`src/rtl/ctmr_pkg.sv`:
```
package ctmr_pkg;

    // Default geometry of the tick flag unit
    localparam int unsigned CT_NUM_TAPS    = 4;
    localparam int unsigned CT_DATA_W      = 8;
    localparam int unsigned CT_ADDR_W      = 2;
    localparam int unsigned CT_SYNC_STAGES = 2;

    // Register locations (software-visible)
    localparam int unsigned CT_FLAG_ADDR   = 0;
    localparam int unsigned CT_MASK_ADDR   = 1;

    // Register selection decoded from the address
    typedef enum logic [1:0] {
        SEL_NONE = 2'd0,
        SEL_FLAG = 2'd1,
        SEL_MASK = 2'd2
    } ct_sel_e;

endpackage

```
`src/rtl/ctmr_tap_sync.sv`:
```
module ctmr_tap_sync #(
    parameter int unsigned NUM_TAPS = 4,
    parameter int unsigned STAGES   = 2
) (
    input  logic                clk_i,
    input  logic                rst_ni,
    input  logic [NUM_TAPS-1:0] tap_i,
    output logic [NUM_TAPS-1:0] fall_o
);

    localparam int unsigned LAST = STAGES - 1;

    typedef struct packed {
        logic [STAGES-1:0][NUM_TAPS-1:0] chain;
        logic [NUM_TAPS-1:0]             prev;
    } sync_state_t;

    sync_state_t sync_d, sync_q;

    always_comb begin
        sync_d          = sync_q;
        sync_d.chain[0] = tap_i;
        for (int s = 1; s < int'(STAGES); s++) begin
            sync_d.chain[s] = sync_q.chain[s-1];
        end
        sync_d.prev     = sync_q.chain[LAST];
    end

    always_ff @(posedge clk_i) begin
        if (!rst_ni) begin
            sync_q <= '0;
        end else begin
            sync_q <= sync_d;
        end
    end

    // Falling edge: previously high, synchronised value now low
    for (genvar t = 0; t < NUM_TAPS; t++) begin : g_edge
        assign fall_o[t] = sync_q.prev[t] & ~sync_q.chain[LAST][t];
    end

endmodule

```
`src/rtl/ctmr_reg_if.sv`:
```
module ctmr_reg_if
    import ctmr_pkg::*;
#(
    parameter int unsigned NUM_TAPS  = 4,
    parameter int unsigned DATA_W    = 8,
    parameter int unsigned ADDR_W    = 2,
    parameter int unsigned FLAG_ADDR = 0,
    parameter int unsigned MASK_ADDR = 1
) (
    input  logic [ADDR_W-1:0]   addr_i,
    input  logic                wr_i,
    input  logic [DATA_W-1:0]   wdata_i,
    input  logic [NUM_TAPS-1:0] flags_i,
    input  logic [NUM_TAPS-1:0] mask_i,
    output logic [NUM_TAPS-1:0] clr_o,
    output logic                mask_wr_o,
    output logic [NUM_TAPS-1:0] mask_wdata_o,
    output logic [DATA_W-1:0]   rdata_o
);

    ct_sel_e sel;

    always_comb begin
        if (addr_i == ADDR_W'(FLAG_ADDR)) begin
            sel = SEL_FLAG;
        end else if (addr_i == ADDR_W'(MASK_ADDR)) begin
            sel = SEL_MASK;
        end else begin
            sel = SEL_NONE;
        end
    end

    always_comb begin
        clr_o        = '0;
        mask_wr_o    = 1'b0;
        mask_wdata_o = wdata_i[NUM_TAPS-1:0];
        if (wr_i && sel == SEL_FLAG) begin
            clr_o = wdata_i[NUM_TAPS-1:0];
        end
        if (wr_i && sel == SEL_MASK) begin
            mask_wr_o = 1'b1;
        end
    end

    always_comb begin
        rdata_o = '0;
        case (sel)
            SEL_FLAG: rdata_o[NUM_TAPS-1:0] = flags_i;
            SEL_MASK: rdata_o[NUM_TAPS-1:0] = mask_i;
            default:  rdata_o = '0;
        endcase
    end

    // Upper write-data bits belong to reserved positions and are dropped
    if (DATA_W > NUM_TAPS) begin : g_rsvd
        logic unused_wdata_hi;
        assign unused_wdata_hi = ^wdata_i[DATA_W-1:NUM_TAPS];
    end

endmodule

```
`src/rtl/ctmr_flag_bank.sv`:
```
module ctmr_flag_bank #(
    parameter int unsigned NUM_TAPS = 4
) (
    input  logic                clk_i,
    input  logic                rst_ni,
    input  logic [NUM_TAPS-1:0] fall_i,
    input  logic [NUM_TAPS-1:0] clr_i,
    input  logic                mask_wr_i,
    input  logic [NUM_TAPS-1:0] mask_wdata_i,
    output logic [NUM_TAPS-1:0] flags_o,
    output logic [NUM_TAPS-1:0] mask_o,
    output logic                irq_o
);

    typedef struct packed {
        logic [NUM_TAPS-1:0] flags;
        logic [NUM_TAPS-1:0] mask;
        logic                irq;
    } bank_state_t;

    bank_state_t bank_d, bank_q;
    logic [NUM_TAPS-1:0] set_vec;

    // An edge counts only against the enable already in place
    assign set_vec = fall_i & bank_q.mask;

    always_comb begin
        bank_d = bank_q;
        // Set has priority over a same-cycle clear
        bank_d.flags = (bank_q.flags & ~clr_i) | set_vec;
        if (mask_wr_i) begin
            bank_d.mask = mask_wdata_i;
        end
        bank_d.irq = |(bank_d.flags & bank_d.mask);
    end

    always_ff @(posedge clk_i) begin
        if (!rst_ni) begin
            bank_q <= '0;
        end else begin
            bank_q <= bank_d;
        end
    end

    assign flags_o = bank_q.flags;
    assign mask_o  = bank_q.mask;
    assign irq_o   = bank_q.irq;

endmodule

```
`src/rtl/ctmr_irq_flags.sv`:
```
module ctmr_irq_flags
    import ctmr_pkg::*;
#(
    parameter int unsigned NUM_TAPS    = CT_NUM_TAPS,
    parameter int unsigned DATA_W      = CT_DATA_W,
    parameter int unsigned ADDR_W      = CT_ADDR_W,
    parameter int unsigned SYNC_STAGES = CT_SYNC_STAGES,
    parameter int unsigned FLAG_ADDR   = CT_FLAG_ADDR,
    parameter int unsigned MASK_ADDR   = CT_MASK_ADDR
) (
    input  logic                clk_i,
    input  logic                rst_ni,
    input  logic [NUM_TAPS-1:0] tap_i,
    input  logic [ADDR_W-1:0]   reg_addr_i,
    input  logic                reg_wr_i,
    input  logic [DATA_W-1:0]   reg_wdata_i,
    output logic [DATA_W-1:0]   reg_rdata_o,
    output logic                irq_o
);

    logic [NUM_TAPS-1:0] tap_fall;
    logic [NUM_TAPS-1:0] clr_bits;
    logic                mask_wr;
    logic [NUM_TAPS-1:0] mask_wdata;
    logic [NUM_TAPS-1:0] flags_q;
    logic [NUM_TAPS-1:0] mask_q;

    ctmr_tap_sync #(
        .NUM_TAPS (NUM_TAPS),
        .STAGES   (SYNC_STAGES)
    ) u_sync (
        .clk_i  (clk_i),
        .rst_ni (rst_ni),
        .tap_i  (tap_i),
        .fall_o (tap_fall)
    );

    ctmr_reg_if #(
        .NUM_TAPS  (NUM_TAPS),
        .DATA_W    (DATA_W),
        .ADDR_W    (ADDR_W),
        .FLAG_ADDR (FLAG_ADDR),
        .MASK_ADDR (MASK_ADDR)
    ) u_regs (
        .addr_i       (reg_addr_i),
        .wr_i         (reg_wr_i),
        .wdata_i      (reg_wdata_i),
        .flags_i      (flags_q),
        .mask_i       (mask_q),
        .clr_o        (clr_bits),
        .mask_wr_o    (mask_wr),
        .mask_wdata_o (mask_wdata),
        .rdata_o      (reg_rdata_o)
    );

    ctmr_flag_bank #(
        .NUM_TAPS (NUM_TAPS)
    ) u_bank (
        .clk_i        (clk_i),
        .rst_ni       (rst_ni),
        .fall_i       (tap_fall),
        .clr_i        (clr_bits),
        .mask_wr_i    (mask_wr),
        .mask_wdata_i (mask_wdata),
        .flags_o      (flags_q),
        .mask_o       (mask_q),
        .irq_o        (irq_o)
    );

endmodule

```
`config.mk`:
```
export PLATFORM = sky130hd
export DESIGN_NAME = ctmr_irq_flags
export DESIGN_NICKNAME = d
export VERILOG_FILES = /design/src/rtl/ctmr_pkg.sv /design/src/rtl/ctmr_tap_sync.sv /design/src/rtl/ctmr_reg_if.sv /design/src/rtl/ctmr_flag_bank.sv /design/src/rtl/ctmr_irq_flags.sv
export SDC_FILE = /design/constraint.sdc
export NUM_CORES = 1
export LEC_CHECK = 0
export BUFFER_PORTS_ARGS = -buffer_cell sky130_fd_sc_hd__buf_2
export CELL_PAD_IN_SITES_DETAIL_PLACEMENT = 0
export CELL_PAD_IN_SITES_GLOBAL_PLACEMENT = 1
export CORE_MARGIN = 2
export CORE_UTILIZATION = 39
export CTS_BUF_LIST = sky130_fd_sc_hd__clkbuf_8
export DETAILED_ROUTE_END_ITERATION = 8
export PLACE_DENSITY_LB_ADDON = 0.1
export SLEW_MARGIN = 15
export SYNTH_ARGS = -nofsm -noshare
export SYNTH_HDL_FRONTEND = slang
export SYNTH_SLANG_ARGS = --single-unit
export TNS_END_PERCENT = 100
```
`constraint.sdc`:
```
create_clock -name clk_i -period 1.2 [get_ports clk_i]
set_input_delay 0 -clock clk_i [delete_from_list [all_inputs] [get_ports clk_i]]
set_output_delay 0 -clock clk_i [all_outputs]
set_load 0.01 [all_outputs]
```
# Yosys cells after proc, flatten, opt, wreduce, memory -nomap -nowiden
# Cells that the tools add are included.
# Widths: inputs -> output; s select.
[word_totals]
reg_bits = 21
output_inout_bits = 9
[op_classes]
n_eq_ne = 3
n_mux = 6
bitwise = 13
reduce_logical = 4
[op_table]
columns = ["cell", "n"]
rows = [
  ["$and 4x4->4", 3],
  ["$mux 4", 2],
  ["$pmux 4 s2", 1],
  ["$and 1x1->1", 4],
  ["$eq 2x1->1 const B", 2],
  ["$mux 2", 2],
  ["$not 1->1", 4],
  ["$not 4->4", 1],
  ["$or 4x4->4", 1],
  ["$reduce_or 4->1", 1],
  ["$eq 2x2->1 const B", 1],
  ["$logic_and 1x1->1", 2],
  ["$logic_not 2->1", 1],
  ["$mux 1", 1],
]

# Longest topological paths before layout
# Gate-level depths: netlist (run 1).
[logic_depth]
depth_word = 11
depth_mapped = 5
mapped_depth_nobuf = 4

# By module
# A second synthesis (run 1) with hierarchy kept.
[hier_totals]
cells_unflattened = 92
area_unflattened_um2 = 943.4
[by_module_without_submodules]
columns = ["module", "instances", "cells_each", "area_per_inst_um2", "seq_area_each_um2"]
rows = [
  ["ctmr_flag_bank", 1, 39, 404.1, 180.2],
  ["ctmr_tap_sync", 1, 29, 361.6, 240.2],
  ["ctmr_reg_if", 1, 24, 177.7, 0.0],
]

# Worst setup path before layout (run 1)
# Ideal clock, no wire load.
[synth_timing]
path_type = "register to register"
start = "register u_bank.bank_q (netlist bit u_bank.mask_o[1])"
end = "register u_bank.bank_q (netlist bit u_bank.irq_o)"
t_arrival_ns = 0.793
required_time_ns = 1.085
setup_slack_ns = 0.293
stages_incl_launch_ff = 5
n_path_buf = 0
period_less_slack_ns = 0.907
cell_sequence = "dfxtp_1 nand2_1 a2bb2oi_1 o22ai_1 o21a_1"
[synth_between]
elab_chain_cells = 4
[synth_lines]
columns = ["element", "line", "rtl"]
rows = [
  ["from (decl)", "ctmr_flag_bank.sv:21", "bank_state_t bank_d, bank_q;"],
  ["from (signal assigned)", "ctmr_flag_bank.sv:41", "bank_q <= bank_d;"],
  ["$and 4x4->4", "ctmr_flag_bank.sv:25", "assign set_vec = fall_i & bank_q.mask;"],
  ["$or 4x4->4", "ctmr_flag_bank.sv:30", "bank_d.flags = (bank_q.flags & ~clr_i) | set_vec;"],
  ["$and 4x4->4 (*)", "ctmr_flag_bank.sv:34", "bank_d.irq = |(bank_d.flags & bank_d.mask);"],
  ["$reduce_or 4->1 (*)", "ctmr_flag_bank.sv:34", ""],
]
# Mark *: on every way between the ends. The rest lies on a longest branch, timed or not.
# A chain may end at the register's enable or synchronous reset.

# Worst setup path in the final report (run 1)
# Ends and elaborated chain as after synthesis.

==> metrics.md, run 1 <==
| Metric | Value |
|---|---|
| Pwr Density | 1260 nW/um2 |
| Placer Congestion | 0.6792 |
| CP required | 1350 ps |
| IO buf count | 17 |
| Fillers | 192 |
| Clock power share | 0.342 |
| Via density per instance | 4.392 |
| Status | complete, no violations |
| Row count | 16 |
| Startpoint class of the critical path | flip-flop |
| Worst-case clock buffer depth | 2 |
| Final Hold Fails | 0 |
| Switching power | 0.2583 mW |
| Combinational share of power | 0.082 |
| DR iter-0 viols | 0 |
| Grt total ovfl | 0 |
| Final Critical Period | 1014 ps |
| Die area | 2519 um2 |
| Max-cap viol count | 0 |
| IO Pins | 26 |
| Top_reg_cell synth | dfxtp_1 |
| Largest net degree at the start of global routing | 22 |
| TritonCTS buffer count | 3 |
| P_leak | 0.4657 nW |
| GRT Total Usage | 0.1153 |
| Min-Delay Path Class | in -> reg |
| Residual DRC | 0 |
| Clk root buf | clkbuf_8 |
| Worst VDD drop | 0.0008135 V |
| Clock slew at reported path FFs | around 70 ps |
| RSZ-0062 raised after global routing | no |
| Avg Inst Size Synth | 10.81 um2 |
| Arrival time worst endpoint | 1160 ps |
| Synthesis-stage register bit count | 21 |
| TritonCTS clock tree | built |
| H-tree depth | 1 |
| Synth warnings | 0 |
| Detailed-route via count | 549 |
| Clk_skew | 1.779 ps |
| Most common cell after layout, fill and taps aside | dfxtp_1 |
| Nets | 116 |
| Routed Antenna Nets | 0 |
| Mapped cell area | around 830 um2 |
| Post-cts repair resize count | 0 |
| Vias in the first global route | about 520 |
| Crit. End Element | flip-flop |
| WL/cell | around 10 um |
| Clock latency on the worst-skew pair | 250 ps |
| Mapped Cells | 77 |
| Setup TNS | 0 ps |
| Post-synthesis async set-or-reset flop share | 0 |
| Netlist cell types | 19 |
| Crit-path slowest cell | dfxtp_1 |
| Worst slack, placed | 143.3 ps |
| CORE AREA | 1982 um2 |
| Starting density of the core | 0.4198 |
| CP Class | reg -> reg |
| Sw Ratio | 0.2052 |
| Internal power | 1.000 mW |
| Post-synth EDFFs | 0 |
| Slew Limit Fails | 0 |
| Final period util | 0.8451 |
| Final HPWL DP | 868.4 um |
| Global-route wire length before repair | 2111 um |
| FMAX | 0.9860 GHz |
| Area grow syn2layout | 20.00% |
| Sequential area share after synthesis | 0.5053 |
| CP Max Fanout | 3 |
| DIE WIDTH | between 50 and 60 um |
| Final setup fails | 0 |
| Post-CTS Setup Bufs | 0 |
| Final setup margin | 185.8 ps |
| Flop pwr share | 0.577 |
| Die Span Y | 50.19 um |
| Fraction of layout cells with a size suffix above 1 | 0.2245 |
| Final wirelength | 1302 um |
| Clk sink count | 21 |
| Worst path max stage delay | 320 ps |
| First drt pass iteration count | 1 |
| Critical path cell sequence | nand2_1 -> a2bb2oi_1 -> o22ai_1 -> o21a_1 |
| N_diodes | 0 |
| Initial antenna violation count | 0 |
| Most frequent cells in the layout | 21 x dfxtp_1, 17 x buf_2, 12 x and2_1 |
==> Yosys cell counts (2+ instances only) <==
library cell,number,area (um2)
o22ai_1,2,12.51
mux2i_1,8,80.08
nand4bb_1,4,45.04
a2bb2oi_1,3,26.28
nor2_1,4,15.01
clkbuf_1,2,7.510
and2_1,12,75.07
nor2b_1,6,37.54
nand2_1,3,11.26
buf_4,4,30.03
dfxtp_1,21,420.4
==> registers in the layout, indices dropped and copies added, names as in the netlist <==
name,count
u_sync.sync_d,8
u_bank.flags_o,4
u_bank.mask_o,4
u_sync.sync_q,4
u_bank.irq_o,1
==> power groups by stage <==
stage	Clock, mW	Sequential, mW	Combinational, mW
finish	0.430	0.726	0.103
global route	0.476	0.728	0.113
CTS	0.454	0.725	0.104
detailed placement	0	0.741	0.0935
global placement	0	0.742	0.0929
floorplan	0	0.740	0.0713
==> area by class of cell <==
cell class	count	area (um2)	area share
clock buffers	3	41.29	0.04135
well taps	27	33.78	0.03383
inverters	1	3.754	0.003759
clock inverters	1	3.754	0.003759
multi-input cells	51	370.4	0.3709
flip-flops and latches	21	420.4	0.4211
repair buffers	21	125.1	0.1253
==> per-stage QoR <==
stage               instance area (um2)  instances  utilization  power, mW  hold WS (ps)
floorplan                         843.3         80            -     0.8109         47.53
finish                            998.5        125       0.5038      1.258         44.57
global placement                  913.4        117       0.4609     0.8346         205.1
global route                      998.5        125       0.5038      1.317         44.84
detailed placement                913.4        117       0.4609     0.8350         209.5
CTS                               998.5        125       0.5038      1.283         40.60
==> layer usage <==
layer	track usage	vias up	wire, um
met5	0	-	0
met4	0.08333	0	31
met3	0.03274	4	71
met2	0.1776	18	544
met1	0.1361	235	654
li1	-	292	-
==> worst max-delay path, delay by kind of cell (launching register included) <==
family	cells	cell delay (ps)
compound gates	3	530
flops	1	320
simple gates	1	60
==> kinds of logic after synthesis <==
family / count (synthesis) / share of synthesized area
AOI/OAI and AO/OA: 7 / 0.06617
buffers and inverters: 8 / 0.06316
DFF: 21 / 0.5053
muxes: 8 / 0.09624
other: 1 / 0.004507
and+or+nand+nor: 32 / 0.2647
==> final timing paths <==
check / from / end / slack [ps] / depth (start not counted)
min: reg_wdata_i[2] / u_bank.mask_o[2] / 40 / 3
min reg2reg: u_sync.sync_d[10] / u_sync.sync_d[2] / 430 / 1
max reg2reg: u_bank.mask_o[1] / u_bank.irq_o / 190 / 4
max: u_bank.mask_o[1] / u_bank.irq_o / 190 / 4
==> repair_timing <==
action                                 CTS  global route
endpoints found under the hold margin    4             0
setup endpoints to repair                0             0
hold buffers                             4             0
No activity file was read; power rests on OpenSTA's default activity.
==> run 2, diff against run 1 <==
--- a/config.mk
+++ b/config.mk
@@ -5,11 +5,12 @@
 export SDC_FILE = /design/constraint.sdc
 export NUM_CORES = 1
 export LEC_CHECK = 0
+export ABC_AREA = 1
 export BUFFER_PORTS_ARGS = -buffer_cell sky130_fd_sc_hd__buf_2
 export CELL_PAD_IN_SITES_DETAIL_PLACEMENT = 0
 export CELL_PAD_IN_SITES_GLOBAL_PLACEMENT = 1
 export CORE_MARGIN = 2
-export CORE_UTILIZATION = 39
+export CORE_UTILIZATION = 36
 export CTS_BUF_LIST = sky130_fd_sc_hd__clkbuf_8
 export DETAILED_ROUTE_END_ITERATION = 8
 export PLACE_DENSITY_LB_ADDON = 0.1
==> constraint.sdc (replaced) <==
create_clock -name clk_i -period 1 [get_ports clk_i]
set_input_delay 0 -clock clk_i [delete_from_list [all_inputs] [get_ports clk_i]]
set_output_delay 0 -clock clk_i [all_outputs]
set_load 0.01 [all_outputs]
==> run 2 against run 1 <==
Against the previous run:
- cell count up 33%
- synthesized area rose by 0.60%
- combinational power up 23%
- first-iteration DRC count increased by 8
- global-route usage up 1.9 points
- die area increased by 8.3%
- critical path depth fell by 1
- critical endpoint is now reg_rdata_o[1]
- total power increased by 20%
- clock power is 20% higher
==> metrics.md, run 2 <==
| Metric | Value |
|---|---|
| Status | complete, no violations |
| Clock latency on the worst-skew pair | 250 ps (about the same) |
| Max reg flops | 8 (unchanged) |
| Post-cts repair resize count | 0 (unchanged) |
| Multiplexer share of the synthesized area | 0 (-0.09624) |
| CORE AREA | 2212 um2 (+12%) |
| CP Class | reg -> out |
| Setup TNS | 0 ps (unchanged) |
| Final setup margin | 111.8 ps (-74.08 ps) |
| WP depth | 3 (-1) |
| Worst hold path cell count | 3 (unchanged) |
| Die Span Y | 52.22 um (+4.0%) |
| Simple-gate share of the synthesized area | 0.3363 (+0.07166) |
| Final HPWL DP | 1125 um (+30%) |
| Grt total ovfl | 0 (unchanged) |
| Synthesis-stage register bit count | 21 (unchanged) |
| Synth Area in Adders | 0 (unchanged) |
| Netlist cell types | 15 (-4) |
| Synth area leaders | dfxtp_1 50%, nand2_1 20%, inv_1 5.8% |
| Initial antenna violation count | 0 (unchanged) |
| Internal power | 1.188 mW (+19%) |
| Area leader, netlist | dfxtp_1 |
| Die area | 2727 um2 (+8.3%) |
| Worst slack, placed | 48.84 ps (-94.51 ps) |
| Min-Delay Path Class | in -> reg |
| CP Max Fanout | 3 (unchanged) |
| Clock slew at reported path FFs | 70 ps (about the same) |
| Final setup fails | 0 (unchanged) |
| Worst path max stage delay | 360 ps (+40 ps) |
| TritonCTS buffer count | 3 (unchanged) |
| Final wirelength | 1541 um (+18%) |
| Clk_skew | 1.610 ps (-0.1687 ps) |
| Placed insts | 157 (+34%) |
| FMAX | 1.126 GHz |
| Sw Ratio | 0.2163 (+0.01105) |
| Mapped Cells | 112 (+45%) |
| Fillers | 261 (+36%) |
| Crit-path slowest cell | dfxtp_1 |
| Global-route wire length before repair | 2711 um (+28%) |
| Largest family of logic cells by synthesized area | simple AND/OR/NAND/NOR gates |
| Startpoint class of the critical path | flip-flop |
| Mapped cell area | 837.1 um2 (+0.60%) |
| CP delay by family, top | flip-flops |
| Clock power share | 0.341 (about the same) |
| Xor/xnor share of the synthesized area | 0 (unchanged) |
| DIE WIDTH | 52.22 um (+4.0%) |
| H-tree depth | 1 (unchanged) |
| Count leader, synth | nand2_1 |
| GRT Total Usage | 0.1343 (+0.01907) |
| Slew Limit Fails | 0 (unchanged) |
| Synth warnings | 0 (unchanged) |
| Final period util | 0.8882 |
| Post-synth EDFFs | 0 (unchanged) |
| Vias in the first global route | 659 (+28%) |
| IO Pins | 26 (unchanged) |
| Nets | 156 (+34%) |
| TritonCTS clock tree | built |
| Most frequent cells in the layout | 45 x nand2_1, 21 x dfxtp_1, 17 x buf_2 |
| IO buf count | 17 (unchanged) |
| Largest net degree at the start of global routing | 13 (-41%) |
| Area of the multi-input gates | 336.6 um2 (-9.1%) |
| Pwr Density | 1455 nW/um2 (+15%) |
| Sequential area share after synthesis | 0.5022 (-0.003021) |
| Final Critical Period | 888.2 ps |
| WL/cell | 9.283 um (-11%) |
| Clk root buf | clkbuf_8 |
| Power after layout | 1.516 mW (+20%) |
| Routed Antenna Nets | 0 (unchanged) |
| Crit. End Element | primary output |
| P_leak | 0.5943 nW (+28%) |
| Combinational share of power | 0.084 (+0.002) |
| Flop pwr share | 0.575 (-0.002) |
| Post-synthesis compound-gate area fraction | 0.04783 (-0.01833) |
| CP Buf/Inv Count | 1 (+1) |
| Starting density of the core | 0.3784 (-0.04143) |
| CP required | 1000 ps (-350 ps) |
| Clk sink count | 21 (unchanged) |
| Most common library cells after synthesis | 45 x nand2_1, 21 x dfxtp_1, 13 x inv_1, 8 x a21oi_1, 8 x nand3_1 |
| Reg2Reg Depth | 6 (+2) |
| Row count | 17 (+1) |
| Area grow syn2layout | 24.51% |
| N_diodes | 0 (unchanged) |
| Worst-case clock buffer depth | 2 (unchanged) |
| Post-synthesis async set-or-reset flop share | 0 (unchanged) |
| Storage cell area | 420.4 um2 (unchanged) |
| Avg Inst Size Synth | 7.474 um2 (-31%) |
| Detailed-route via count | 724 (+32%) |
| Switching power | 0.3279 mW (+27%) |
| Fraction of layout cells with a size suffix above 1 | 0.2029 (-0.02159) |
| RSZ-0062 raised after global routing | no |
| DR iter-0 viols | 8 (+8) |
| Residual DRC | 0 (unchanged) |
| Most common cell after layout, fill and taps aside | nand2_1 |
| Via density per instance | 4.361 (-0.70%) |
| Core Util, Final | 0.4712 (-0.03263) |
| Final Hold Fails | 0 (unchanged) |
| Yosys top cell area share | 0.5022 (-0.003021) |
| Top_reg_cell synth | dfxtp_1 |
| First drt pass iteration count | 4 (+3) |
| Max-cap viol count | 0 (unchanged) |
| Arrival time worst endpoint | 890 ps (-270 ps) |
| Layout Cells excl Fill | 166 (+33%) |
| Worst VDD drop | 0.0009708 V (+19%) |
| Placer Congestion | 0.7169 (+5.6%) |
| Critical path cell sequence | nand3_1 -> nand2_1 -> buf_2 |
==> run 2: changes by cell type in the layout (fill, tap and decap cells not counted), moves of 2 or more <==
cell / before / now
inv_1: 2 / 14
buf_4: 0 / 3
nand2_1: 3 / 45
mux2i_1: 8 / 0
and2_1: 12 / 0
nor2_1: 4 / 2
a2bb2oi_1: 3 / 0
nand3b_1: 0 / 4
a21oi_1: 0 / 8
nand3_1: 0 / 8
nand4bb_1: 4 / 0
o22ai_1: 2 / 0
nor2b_1: 6 / 0
==> run 2: through the flow <==
step / hold slack, ps / instance area, um2
after floorplan: 97.63 / 848.3
after CTS: 17.08 / 1035
after detailed placement: 186.0 / 949.7
after global placement: 180.2 / 949.7
after global routing: 33.48 / 1042
final: 28.29 / 1042
==> run 2: final cells by class <==
| class | count | share of cell area |
|---|---|---|
| tap | 28 | 0.03361 |
| inverter | 15 | 0.05522 |
| clock inverter | 1 | 0.003601 |
| multi-input combinational | 74 | 0.3229 |
| timing repair buffer | 24 | 0.1417 |
| clock buffer | 3 | 0.03962 |
| sequential | 21 | 0.4034 |
==> run 2: cell families (layout without fill, tap and decap cells) <==
family | after synthesis | count (layout)
AND/OR/NAND/NOR | 62 | 62
flip-flops | 21 | 21
buffers and inverters | 20 | 43
AO/OA/AOI/OAI | 8 | 8
other | 1 | 4
==> run 2: worst min-delay path, delay by kind of cell <==
| family | cells | cell delay (ps) |
|---|---|---|
| simple gates | 1 | 70 |
| buf+inv | 1 | 100 |
| compound gates | 1 | 60 |
==> run 2: final timing paths <==
check | from | endpoint | slack [ps]
max reg2reg | u_sync.sync_d[2] | u_bank.irq_o | 120
max | u_bank.mask_o[1] | reg_rdata_o[1] | 110
min | reg_wdata_i[2] | u_bank.mask_o[2] | 30
min reg2reg | u_sync.sync_d[8] | u_sync.sync_d[0] | 410
==> run 2: per-layer routing <==
layer,vias up,GRT usage,wire (um)
met5,-,0,0
met4,0,0.06410,13
met3,2,0.02571,85
met2,19,0.2131,658
met1,313,0.1750,784
li1,390,-,-
==> run 2: power groups by stage <==
| stage | logic, mW | clock network, mW | registers [mW] |
|---|---|---|---|
| 2_1_floorplan | 0.0721 | 0 | 0.888 |
| 3_3_place_gp | 0.115 | 0 | 0.891 |
| 3_5_place_dp | 0.116 | 0 | 0.891 |
| 4_1_cts | 0.128 | 0.548 | 0.871 |
| 5_1_grt | 0.145 | 0.577 | 0.874 |
| 6_report | 0.127 | 0.518 | 0.872 |
==> run 2: timing repair <==
action                                  4_1_cts  5_1_grt
hold buffers                                  4        0
setup buffers                                 0        1
endpoints found under the setup margin        0        1
endpoints found under the hold margin         4        0
